## src/rtl/bank_timer_pkg.sv

```systemverilog
package bank_timer_pkg;

    typedef enum logic {
        BK_CLOSED = 1'b0,
        BK_OPEN   = 1'b1
    } bank_state_e;

    typedef enum logic {
        ST_CLEAN   = 1'b0,
        ST_FAULTED = 1'b1
    } err_state_e;

    typedef enum logic [2:0] {
        SEL_RCD_RD = 3'd0,
        SEL_RCD_WR = 3'd1,
        SEL_CL_RD  = 3'd2,
        SEL_CL_WR  = 3'd3,
        SEL_RAS    = 3'd4,
        SEL_RP     = 3'd5,
        SEL_BURST  = 3'd6,
        SEL_WTR    = 3'd7
    } cfg_sel_e;

    localparam int unsigned RST_RCD   = 4;
    localparam int unsigned RST_CL    = 5;
    localparam int unsigned RST_RAS   = 8;
    localparam int unsigned RST_RP    = 3;
    localparam int unsigned RST_BURST = 2;
    localparam int unsigned RST_WTR   = 2;

endpackage

```

## src/rtl/bt_timing_regs.sv

```systemverilog
module bt_timing_regs
    import bank_timer_pkg::*;
#(
    parameter int TW = 8
) (
    input  logic          clk,
    input  logic          rst_n,
    input  logic          cfg_we,
    input  logic [2:0]    cfg_sel,
    input  logic [TW-1:0] cfg_data,
    input  logic          all_closed,
    output logic [TW-1:0] rcd_rd,
    output logic [TW-1:0] rcd_wr,
    output logic [TW-1:0] cl_rd,
    output logic [TW-1:0] cl_wr,
    output logic [TW-1:0] ras,
    output logic [TW-1:0] rp,
    output logic [TW-1:0] burst,
    output logic [TW-1:0] wtr,
    output logic [TW+1:0] access_lat,
    output logic [TW:0]   cmd_offset
);

    logic [TW-1:0] r_rcd_rd, r_rcd_wr, r_cl_rd, r_cl_wr;
    logic [TW-1:0] r_ras, r_rp, r_burst, r_wtr;
    logic          rcd_wr_set, cl_wr_set;
    logic          wr_take;

    assign wr_take = cfg_we && all_closed;

    always_ff @(posedge clk) begin
        if (!rst_n) begin
            r_rcd_rd   <= TW'(RST_RCD);
            r_rcd_wr   <= TW'(RST_RCD);
            r_cl_rd    <= TW'(RST_CL);
            r_cl_wr    <= TW'(RST_CL);
            r_ras      <= TW'(RST_RAS);
            r_rp       <= TW'(RST_RP);
            r_burst    <= TW'(RST_BURST);
            r_wtr      <= TW'(RST_WTR);
            rcd_wr_set <= 1'b0;
            cl_wr_set  <= 1'b0;
        end else if (wr_take) begin
            unique case (cfg_sel_e'(cfg_sel))
                SEL_RCD_RD: r_rcd_rd <= cfg_data;
                SEL_RCD_WR: begin
                    r_rcd_wr   <= cfg_data;
                    rcd_wr_set <= 1'b1;
                end
                SEL_CL_RD:  r_cl_rd <= cfg_data;
                SEL_CL_WR: begin
                    r_cl_wr   <= cfg_data;
                    cl_wr_set <= 1'b1;
                end
                SEL_RAS:    r_ras   <= cfg_data;
                SEL_RP:     r_rp    <= cfg_data;
                SEL_BURST:  r_burst <= cfg_data;
                SEL_WTR:    r_wtr   <= cfg_data;
            endcase
        end
    end

    // Unprogrammed write timings follow their read counterparts
    assign rcd_rd = r_rcd_rd;
    assign rcd_wr = rcd_wr_set ? r_rcd_wr : r_rcd_rd;
    assign cl_rd  = r_cl_rd;
    assign cl_wr  = cl_wr_set ? r_cl_wr : r_cl_rd;
    assign ras    = r_ras;
    assign rp     = r_rp;
    assign burst  = r_burst;
    assign wtr    = r_wtr;

    always_comb begin
        access_lat = (TW+2)'(r_rp) + (TW+2)'(r_rcd_rd) + (TW+2)'(r_cl_rd);
        if (rcd_wr > r_rcd_rd)
            cmd_offset = (TW+1)'(r_rp) + (TW+1)'(rcd_wr);
        else
            cmd_offset = (TW+1)'(r_rp) + (TW+1)'(r_rcd_rd);
    end

endmodule

```

## src/rtl/bt_bank_fsm.sv

```systemverilog
module bt_bank_fsm
    import bank_timer_pkg::*;
#(
    parameter int TW = 8,
    parameter int CW = 24
) (
    input  logic          clk,
    input  logic          rst_n,
    input  logic [CW-1:0] now,
    input  logic          do_act,
    input  logic          do_pre,
    input  logic [TW-1:0] rcd_rd,
    input  logic [TW-1:0] rcd_wr,
    input  logic [TW-1:0] ras,
    input  logic [TW-1:0] rp,
    output logic          act_ok,
    output logic          pre_ok,
    output logic          rd_ok,
    output logic          wr_ok,
    output logic          is_closed
);

    bank_state_e   state, state_nx;
    logic [CW-1:0] rd_at, wr_at, pre_at, act_at;
    logic [CW-1:0] rd_nx, wr_nx, pre_nx, act_nx;
    logic [CW-1:0] rd_cand, wr_cand;

    assign rd_cand = now + CW'(rcd_rd);
    assign wr_cand = now + CW'(rcd_wr);

    // Next state and timestamps
    always_comb begin
        state_nx = state;
        rd_nx    = rd_at;
        wr_nx    = wr_at;
        pre_nx   = pre_at;
        act_nx   = act_at;
        unique case (state)
            BK_CLOSED: begin
                if (do_act) begin
                    state_nx = BK_OPEN;
                    rd_nx    = (rd_cand > rd_at) ? rd_cand : rd_at;
                    wr_nx    = (wr_cand > wr_at) ? wr_cand : wr_at;
                    pre_nx   = now + CW'(ras);
                end
            end
            BK_OPEN: begin
                if (do_pre) begin
                    state_nx = BK_CLOSED;
                    act_nx   = now + CW'(rp);
                end
            end
        endcase
    end

    // State register
    always_ff @(posedge clk) begin
        if (!rst_n) begin
            state  <= BK_CLOSED;
            rd_at  <= '0;
            wr_at  <= '0;
            pre_at <= '0;
            act_at <= '0;
        end else begin
            state  <= state_nx;
            rd_at  <= rd_nx;
            wr_at  <= wr_nx;
            pre_at <= pre_nx;
            act_at <= act_nx;
        end
    end

    // Outputs
    always_comb begin
        act_ok    = 1'b0;
        pre_ok    = 1'b0;
        rd_ok     = 1'b0;
        wr_ok     = 1'b0;
        is_closed = 1'b0;
        unique case (state)
            BK_CLOSED: begin
                is_closed = 1'b1;
                act_ok    = (now >= act_at);
            end
            BK_OPEN: begin
                pre_ok = (now >= pre_at);
                rd_ok  = (now >= rd_at);
                wr_ok  = (now >= wr_at);
            end
        endcase
    end

endmodule

```

## src/rtl/bt_issue.sv

```systemverilog
module bt_issue
    import bank_timer_pkg::*;
#(
    parameter int NB = 4,
    parameter int TW = 8,
    parameter int CW = 24,
    localparam int BW = (NB > 1) ? $clog2(NB) : 1
) (
    input  logic          clk,
    input  logic          rst_n,
    input  logic          act_req,
    input  logic [BW-1:0] act_bank,
    input  logic          pre_req,
    input  logic [BW-1:0] pre_bank,
    input  logic          rd_req,
    input  logic [BW-1:0] rd_bank,
    input  logic          wr_req,
    input  logic [BW-1:0] wr_bank,
    input  logic [NB-1:0] act_ok,
    input  logic [NB-1:0] pre_ok,
    input  logic [NB-1:0] rd_ok,
    input  logic [NB-1:0] wr_ok,
    input  logic [CW-1:0] now,
    input  logic [TW-1:0] cl_rd,
    input  logic [TW-1:0] cl_wr,
    input  logic [TW-1:0] burst,
    input  logic [TW-1:0] wtr,
    output logic [NB-1:0] act_go,
    output logic [NB-1:0] pre_go,
    output logic          rd_gate_ok,
    output logic          done_valid,
    output logic [CW-1:0] done_at,
    output logic          proto_err
);

    err_state_e    est, est_nx;
    logic [2:0]    n_req;
    logic          any_req, legal, accept, rd_acc, wr_acc;
    logic [CW-1:0] rd_gate;

    always_comb begin
        n_req   = 3'(act_req) + 3'(pre_req) + 3'(rd_req) + 3'(wr_req);
        any_req = (n_req != 3'd0);
        legal   = (act_req && act_ok[act_bank]) || (pre_req && pre_ok[pre_bank]) ||
                  (rd_req && rd_ok[rd_bank]) || (wr_req && wr_ok[wr_bank]);
        accept  = (n_req == 3'd1) && legal;
        rd_acc  = accept && rd_req;
        wr_acc  = accept && wr_req;
        for (int b = 0; b < NB; b++) begin
            act_go[b] = accept && act_req && (act_bank == BW'(b));
            pre_go[b] = accept && pre_req && (pre_bank == BW'(b));
        end
    end

    // Error state machine: next state
    always_comb begin
        est_nx = est;
        unique case (est)
            ST_CLEAN:   if (any_req && !accept) est_nx = ST_FAULTED;
            ST_FAULTED: est_nx = ST_FAULTED;
        endcase
    end

    // State register and burst bookkeeping
    always_ff @(posedge clk) begin
        if (!rst_n) begin
            est        <= ST_CLEAN;
            rd_gate    <= '0;
            done_valid <= 1'b0;
            done_at    <= '0;
        end else begin
            est        <= est_nx;
            done_valid <= rd_acc || wr_acc;
            if (rd_acc)
                done_at <= now + CW'(cl_rd) + CW'(burst);
            else if (wr_acc)
                done_at <= now + CW'(cl_wr) + CW'(burst);
            if (wr_acc)
                rd_gate <= now + CW'(burst) + CW'(wtr) + CW'(cl_wr);
        end
    end

    // Outputs
    always_comb begin
        rd_gate_ok = (now >= rd_gate);
        unique case (est)
            ST_CLEAN:   proto_err = 1'b0;
            ST_FAULTED: proto_err = 1'b1;
        endcase
    end

endmodule

```

## src/rtl/bank_timer.sv

```systemverilog
module bank_timer
    import bank_timer_pkg::*;
#(
    parameter int NB = 4,
    parameter int TW = 8,
    parameter int CW = 24,
    localparam int BW = (NB > 1) ? $clog2(NB) : 1
) (
    input  logic          clk,
    input  logic          rst_n,
    input  logic          cfg_we,
    input  logic [2:0]    cfg_sel,
    input  logic [TW-1:0] cfg_data,
    input  logic          act_req,
    input  logic [BW-1:0] act_bank,
    input  logic          pre_req,
    input  logic [BW-1:0] pre_bank,
    input  logic          rd_req,
    input  logic [BW-1:0] rd_bank,
    input  logic          wr_req,
    input  logic [BW-1:0] wr_bank,
    input  logic          bus_wr_mode,
    input  logic [CW-1:0] col_at,
    output logic [NB-1:0] act_ok,
    output logic [NB-1:0] pre_ok,
    output logic [NB-1:0] rd_ok,
    output logic [NB-1:0] wr_ok,
    output logic          done_valid,
    output logic [CW-1:0] done_at,
    output logic [CW-1:0] now,
    output logic [TW+1:0] access_lat,
    output logic [TW:0]   cmd_offset,
    output logic [CW-1:0] hidden_act_at,
    output logic          proto_err
);

    logic [TW-1:0] rcd_rd, rcd_wr, cl_rd, cl_wr, ras, rp, burst, wtr;
    logic [NB-1:0] bank_rd_ok, closed, act_go, pre_go;
    logic          rd_gate_ok;
    logic [CW-1:0] cyc;
    logic [TW-1:0] rcd_dir;
    logic [CW:0]   hide_floor;

    always_ff @(posedge clk) begin
        if (!rst_n) cyc <= '0;
        else        cyc <= cyc + 1'b1;
    end
    assign now = cyc;

    bt_timing_regs #(.TW(TW)) u_regs (
        .clk        (clk),
        .rst_n      (rst_n),
        .cfg_we     (cfg_we),
        .cfg_sel    (cfg_sel),
        .cfg_data   (cfg_data),
        .all_closed (&closed),
        .rcd_rd     (rcd_rd),
        .rcd_wr     (rcd_wr),
        .cl_rd      (cl_rd),
        .cl_wr      (cl_wr),
        .ras        (ras),
        .rp         (rp),
        .burst      (burst),
        .wtr        (wtr),
        .access_lat (access_lat),
        .cmd_offset (cmd_offset)
    );

    for (genvar b = 0; b < NB; b++) begin : g_bank
        bt_bank_fsm #(.TW(TW), .CW(CW)) u_bank (
            .clk       (clk),
            .rst_n     (rst_n),
            .now       (cyc),
            .do_act    (act_go[b]),
            .do_pre    (pre_go[b]),
            .rcd_rd    (rcd_rd),
            .rcd_wr    (rcd_wr),
            .ras       (ras),
            .rp        (rp),
            .act_ok    (act_ok[b]),
            .pre_ok    (pre_ok[b]),
            .rd_ok     (bank_rd_ok[b]),
            .wr_ok     (wr_ok[b]),
            .is_closed (closed[b])
        );
        assign rd_ok[b] = bank_rd_ok[b] && rd_gate_ok;
    end

    bt_issue #(.NB(NB), .TW(TW), .CW(CW)) u_issue (
        .clk        (clk),
        .rst_n      (rst_n),
        .act_req    (act_req),
        .act_bank   (act_bank),
        .pre_req    (pre_req),
        .pre_bank   (pre_bank),
        .rd_req     (rd_req),
        .rd_bank    (rd_bank),
        .wr_req     (wr_req),
        .wr_bank    (wr_bank),
        .act_ok     (act_ok),
        .pre_ok     (pre_ok),
        .rd_ok      (rd_ok),
        .wr_ok      (wr_ok),
        .now        (cyc),
        .cl_rd      (cl_rd),
        .cl_wr      (cl_wr),
        .burst      (burst),
        .wtr        (wtr),
        .act_go     (act_go),
        .pre_go     (pre_go),
        .rd_gate_ok (rd_gate_ok),
        .done_valid (done_valid),
        .done_at    (done_at),
        .proto_err  (proto_err)
    );

    // Latest hidden activate: target minus the direction's delay, not before now
    always_comb begin
        rcd_dir    = bus_wr_mode ? rcd_wr : rcd_rd;
        hide_floor = {1'b0, cyc} + (CW+1)'(rcd_dir);
        if ({1'b0, col_at} >= hide_floor)
            hidden_act_at = col_at - CW'(rcd_dir);
        else
            hidden_act_at = cyc;
    end

endmodule

```

## config.mk

```make
export PLATFORM = sky130hd
export DESIGN_NAME = bank_timer
export DESIGN_NICKNAME = d
export VERILOG_FILES = /design/src/rtl/bank_timer_pkg.sv /design/src/rtl/bt_timing_regs.sv /design/src/rtl/bt_bank_fsm.sv /design/src/rtl/bt_issue.sv /design/src/rtl/bank_timer.sv
export SDC_FILE = /design/constraint.sdc
export NUM_CORES = 2
export LEC_CHECK = 0
export ABC_AREA = 1
export BUFFER_PORTS_ARGS = -buffer_cell sky130_fd_sc_hd__buf_2
export CAP_MARGIN = 5
export CORE_UTILIZATION = 64
export CTS_CLUSTER_DIAMETER = 30
export DETAILED_ROUTE_END_ITERATION = 8
export GPL_ROUTABILITY_DRIVEN = 0
export PLACE_DENSITY = 0.82
export SYNTH_ARGS = -nofsm -noshare
export SYNTH_HDL_FRONTEND = slang
export SYNTH_SLANG_ARGS = --single-unit
```

## constraint.sdc

```tcl
create_clock -name clk -period 7.2 [get_ports clk]
set_clock_uncertainty 0.15 [all_clocks]
set_input_delay 1.44 -clock clk [delete_from_list [all_inputs] [get_ports clk]]
set_output_delay 1.44 -clock clk [all_outputs]
set_load 0.05 [all_outputs]
```

==> flow_metrics.env <==
export IMPL_synth_edf_count=0
export IMPL_avgViaCountPerCell=5.97
export IMPL_synth_distinct_cells=56
export IMPL_portBuffers=159
export IMPL_finalPower_uw=11800
export IMPL_tightestPinTransition_ns=1.25
export IMPL_synth_cells=6328
export IMPL_p_comb_frac=0.177
export IMPL_yosysWarningCount=0
export IMPL_synth_flop_cell="dfxtp_1"
export IMPL_track_usage=0.419
export IMPL_max_stage_delay_ns=0.37
export IMPL_cp_required_ns=5.61
export IMPL_drv_cap=0
export IMPL_cp_num_buf_inv=6
export IMPL_end_kind="output pin"
export IMPL_die_w_um=263
export IMPL_r2r_start="u_regs.rcd_wr_set"
export IMPL_start_kind="input pin"
export IMPL_fp_dieH_um=263
export IMPL_hp_class="register to register"
export IMPL_path_clk_slew_ns=0.04
export IMPL_synth_seq_area_share=0.242
export IMPL_hp_start="u_issue.rd_gate[14]"
export IMPL_max_slew_margin=0.164
export IMPL_p_switching_uw=3620
export IMPL_hold_violations=0
export IMPL_place_ws_ns=-0.259
export IMPL_internal_power_uw=8170
export IMPL_io_pins=160
export IMPL_cpLargestDelayFamily="simple AND/OR/NAND/NOR gates"
export IMPL_min_delay_path_depth=2
export IMPL_power_frac_clock=0.562
export IMPL_finalCriticalPeriod_ns=7.39
export IMPL_post_route_period_util=1.03
export IMPL_critPathKind="input pin to output pin"
export IMPL_grt_pass1_vias=43300
export IMPL_async_reset_ff_frac=0
export IMPL_p_leak_uw=0.0252
export IMPL_crit_fanout=8
export IMPL_switching_share=0.307
export IMPL_cts_inserted_buffers=142
export IMPL_synth_fp_nets=7157
export IMPL_antenna_found_initial=4
export IMPL_clock_tree_buffer_depth=3
export IMPL_power_density_mw_per_mm2=230
export IMPL_syn_to_final_growth_pct=17.0
export IMPL_placementRows=95
export IMPL_ir_drop_v=0.000220
export IMPL_core_mm2=0.0674
export IMPL_ys_ff_latch=528
export IMPL_arrival_ns=5.80
export IMPL_grt_pass1_wl_mm=229
export IMPL_initial_core_util=0.649
export IMPL_dp_hpwl_mm=101
export IMPL_drc_errors=0
export IMPL_netlist_area_mm2=0.0437
export IMPL_crit_slowest_cell="ha_1"
export IMPL_num_vias=45000
export IMPL_cts_sinks=528
export IMPL_ant_nets=0
export IMPL_post_route_cell_area_mm2=0.0511
export IMPL_worstSkewPairLatency_ns=0.75
export IMPL_grt_max_degree=158
export IMPL_die_area_mm2=0.0694
export IMPL_drv_slew=0
export IMPL_routed_wl_mm=150
export IMPL_clockRootBuffer="clkbuf_16"
export IMPL_pwr_share_seq=0.260
export IMPL_dpl_cell_area_mm2=0.0456
export IMPL_wl_per_cell_um=19.9
export IMPL_fin_ws_ns=-0.195
export IMPL_overflow=0
export IMPL_drtIter0Drc=5011
export IMPL_rr_endpoint="g_bank[2].u_bank.wr_at[23]"
export IMPL_cts_tree="built"
export IMPL_rsz0062_at_grt="yes"
export IMPL_violations="negative setup slack"
export IMPL_finalSetupTns_ns=-3.44
export IMPL_drive_gt1_frac=0.101
export IMPL_setup_violations=24
export IMPL_worst_path_most_repeated_cell="nand2_1"
export IMPL_max_freq_mhz=135
export IMPL_rrSetupSlack_ns=0.45
export IMPL_holdPathEnd="u_issue.rd_gate[14]"
export IMPL_timing_hold_ws_ns=0.305
export IMPL_dr_pass1_iters=9
export IMPL_fin_nets=7370
export IMPL_reg2reg_depth=29
export IMPL_cp_depth=33
export IMPL_htreeDepth=4
export IMPL_avgSynthCellArea_um2=6.91
export IMPL_status="finished with violations"
## cells in the mapped netlist (8+ instances only)
master,instances,share of area
nand2_1,1386,0.12
buf_1,34,0.0029
inv_1,820,0.070
ha_1,734,0.21
o21ai_1,17,0.0019
a21oi_1,495,0.057
dfxtp_1,528,0.24
o21ai_0,299,0.034
o211ai_1,25,0.0043
nor3_2,27,0.0062
o21a_1,15,0.0026
nor2_2,8,0.0011
a211oi_1,9,0.0015
clkbuf_1,92,0.0079
o21bai_1,144,0.025
fa_1,44,0.020
nand3_1,166,0.019
a21o_1,25,0.0043
xor2_1,171,0.034
or2_2,8,0.0011
nor2_1,845,0.073
nor3_1,136,0.016
clkinv_1,14,0.0012
xnor2_1,23,0.0046
nor4_1,8,0.0011
buf_4,35,0.0060
nand4_1,90,0.013
buf_2,58,0.0066
## layout make-up
cell class	count	area [µm²]
Inverter	840	3160
Sequential cell	528	10600
Tap cell	873	1090
Clock buffer	184	3930
Multi-Input combinational cell	4734	29200
Antenna cell	2	5.00
Clock inverter	75	1110
Timing Repair Buffer	295	2070
Fill cell	4855	16300
## state kept, by name, summed over array words and instances (netlist names), 24 cells and up
signal,count
g_bank.u_bank.rd_at,96
u_issue.rd_gate,24
u_issue.done_at,24
now,24
g_bank.u_bank.pre_at,96
g_bank.u_bank.act_at,96
g_bank.u_bank.wr_at,96
## cells in the final DEF, fill, tap and decap left out, drive strengths merged, types with 5 or more instances in the layout
cell / Yosys / routed
a211oi: 9 / 9
a21o: 25 / 25
a21oi: 495 / 495
and2: 6 / 6
buf: 134 / 286
bufinv: 0 / 20
clkbuf: 92 / 193
clkinv: 14 / 54
clkinvlp: 0 / 9
dfxtp: 528 / 528
fa: 44 / 44
ha: 734 / 734
inv: 826 / 832
nand2: 1389 / 1389
nand3: 170 / 170
nand3b: 5 / 5
nand4: 95 / 95
nor2: 855 / 855
nor3: 164 / 164
nor4: 8 / 8
o211ai: 25 / 25
o21a: 15 / 15
o21ai: 316 / 316
o21bai: 144 / 144
o31ai: 6 / 6
or2: 8 / 8
xnor2: 23 / 23
xor2: 172 / 172
## worst max-delay path by stage
stage	start	to	slack, ns
6_report	bus_wr_mode	hidden_act_at[14]	-0.19
2_1_floorplan	bus_wr_mode	hidden_act_at[13]	-0.34
4_1_cts	bus_wr_mode	hidden_act_at[13]	0.0006
5_1_grt	u_regs.rcd_wr_set	hidden_act_at[7]	-0.33
3_3_place_gp	bus_wr_mode	hidden_act_at[1]	-0.08
3_5_place_dp	bus_wr_mode	hidden_act_at[0]	-0.26
## logic make-up after synthesis
logic type,count (synthesis),synth area share
XOR/XNOR,195,0.0392
AO/OA/AOI/OAI,1057,0.136
buffers and inverters,1066,0.0975
flip-flops,528,0.242
adder cells (fa/ha/maj),778,0.230
AND/OR/NAND/NOR,2704,0.256
## power by group through the flow
stage	clock, µW	combinational [µW]	sequential [µW]
3_5_place_dp	0	1940	3110
6_report	6630	2090	3070
4_1_cts	6620	1980	3070
5_1_grt	6790	2250	3070
3_3_place_gp	0	1890	3110
2_1_floorplan	0	1350	3130
## tightest hold or removal path, stage by stage, from the launching register on
cell	delay, ns
dfxtp_1	0.29
inv_1	0.06
a21oi_1	0.06
## timing repair
action                                  in CTS  in global routing
pin swaps                                    1                 18
hold buffers                                 0                  0
gates cloned                                 0                  3
setup buffers                                0                 12
endpoints found under the setup margin      24                 33
gates resized for setup                     17                 87
## layer usage
metal	vias up	GRT usage	wire [µm]
li1	21000	-	-
met1	20400	0.495	54900
met2	2666	0.641	62600
met3	890	0.112	18300
met4	4	0.335	13800
met5	-	0	68
## per-stage QoR
stage	util	instances
floorplan	-	6328
global placement	0.677	7256
detailed placement	0.677	7256
CTS	0.753	7515
global route	0.759	7531
finish	0.759	7531
No activity file was read; power rests on OpenSTA's default activity.
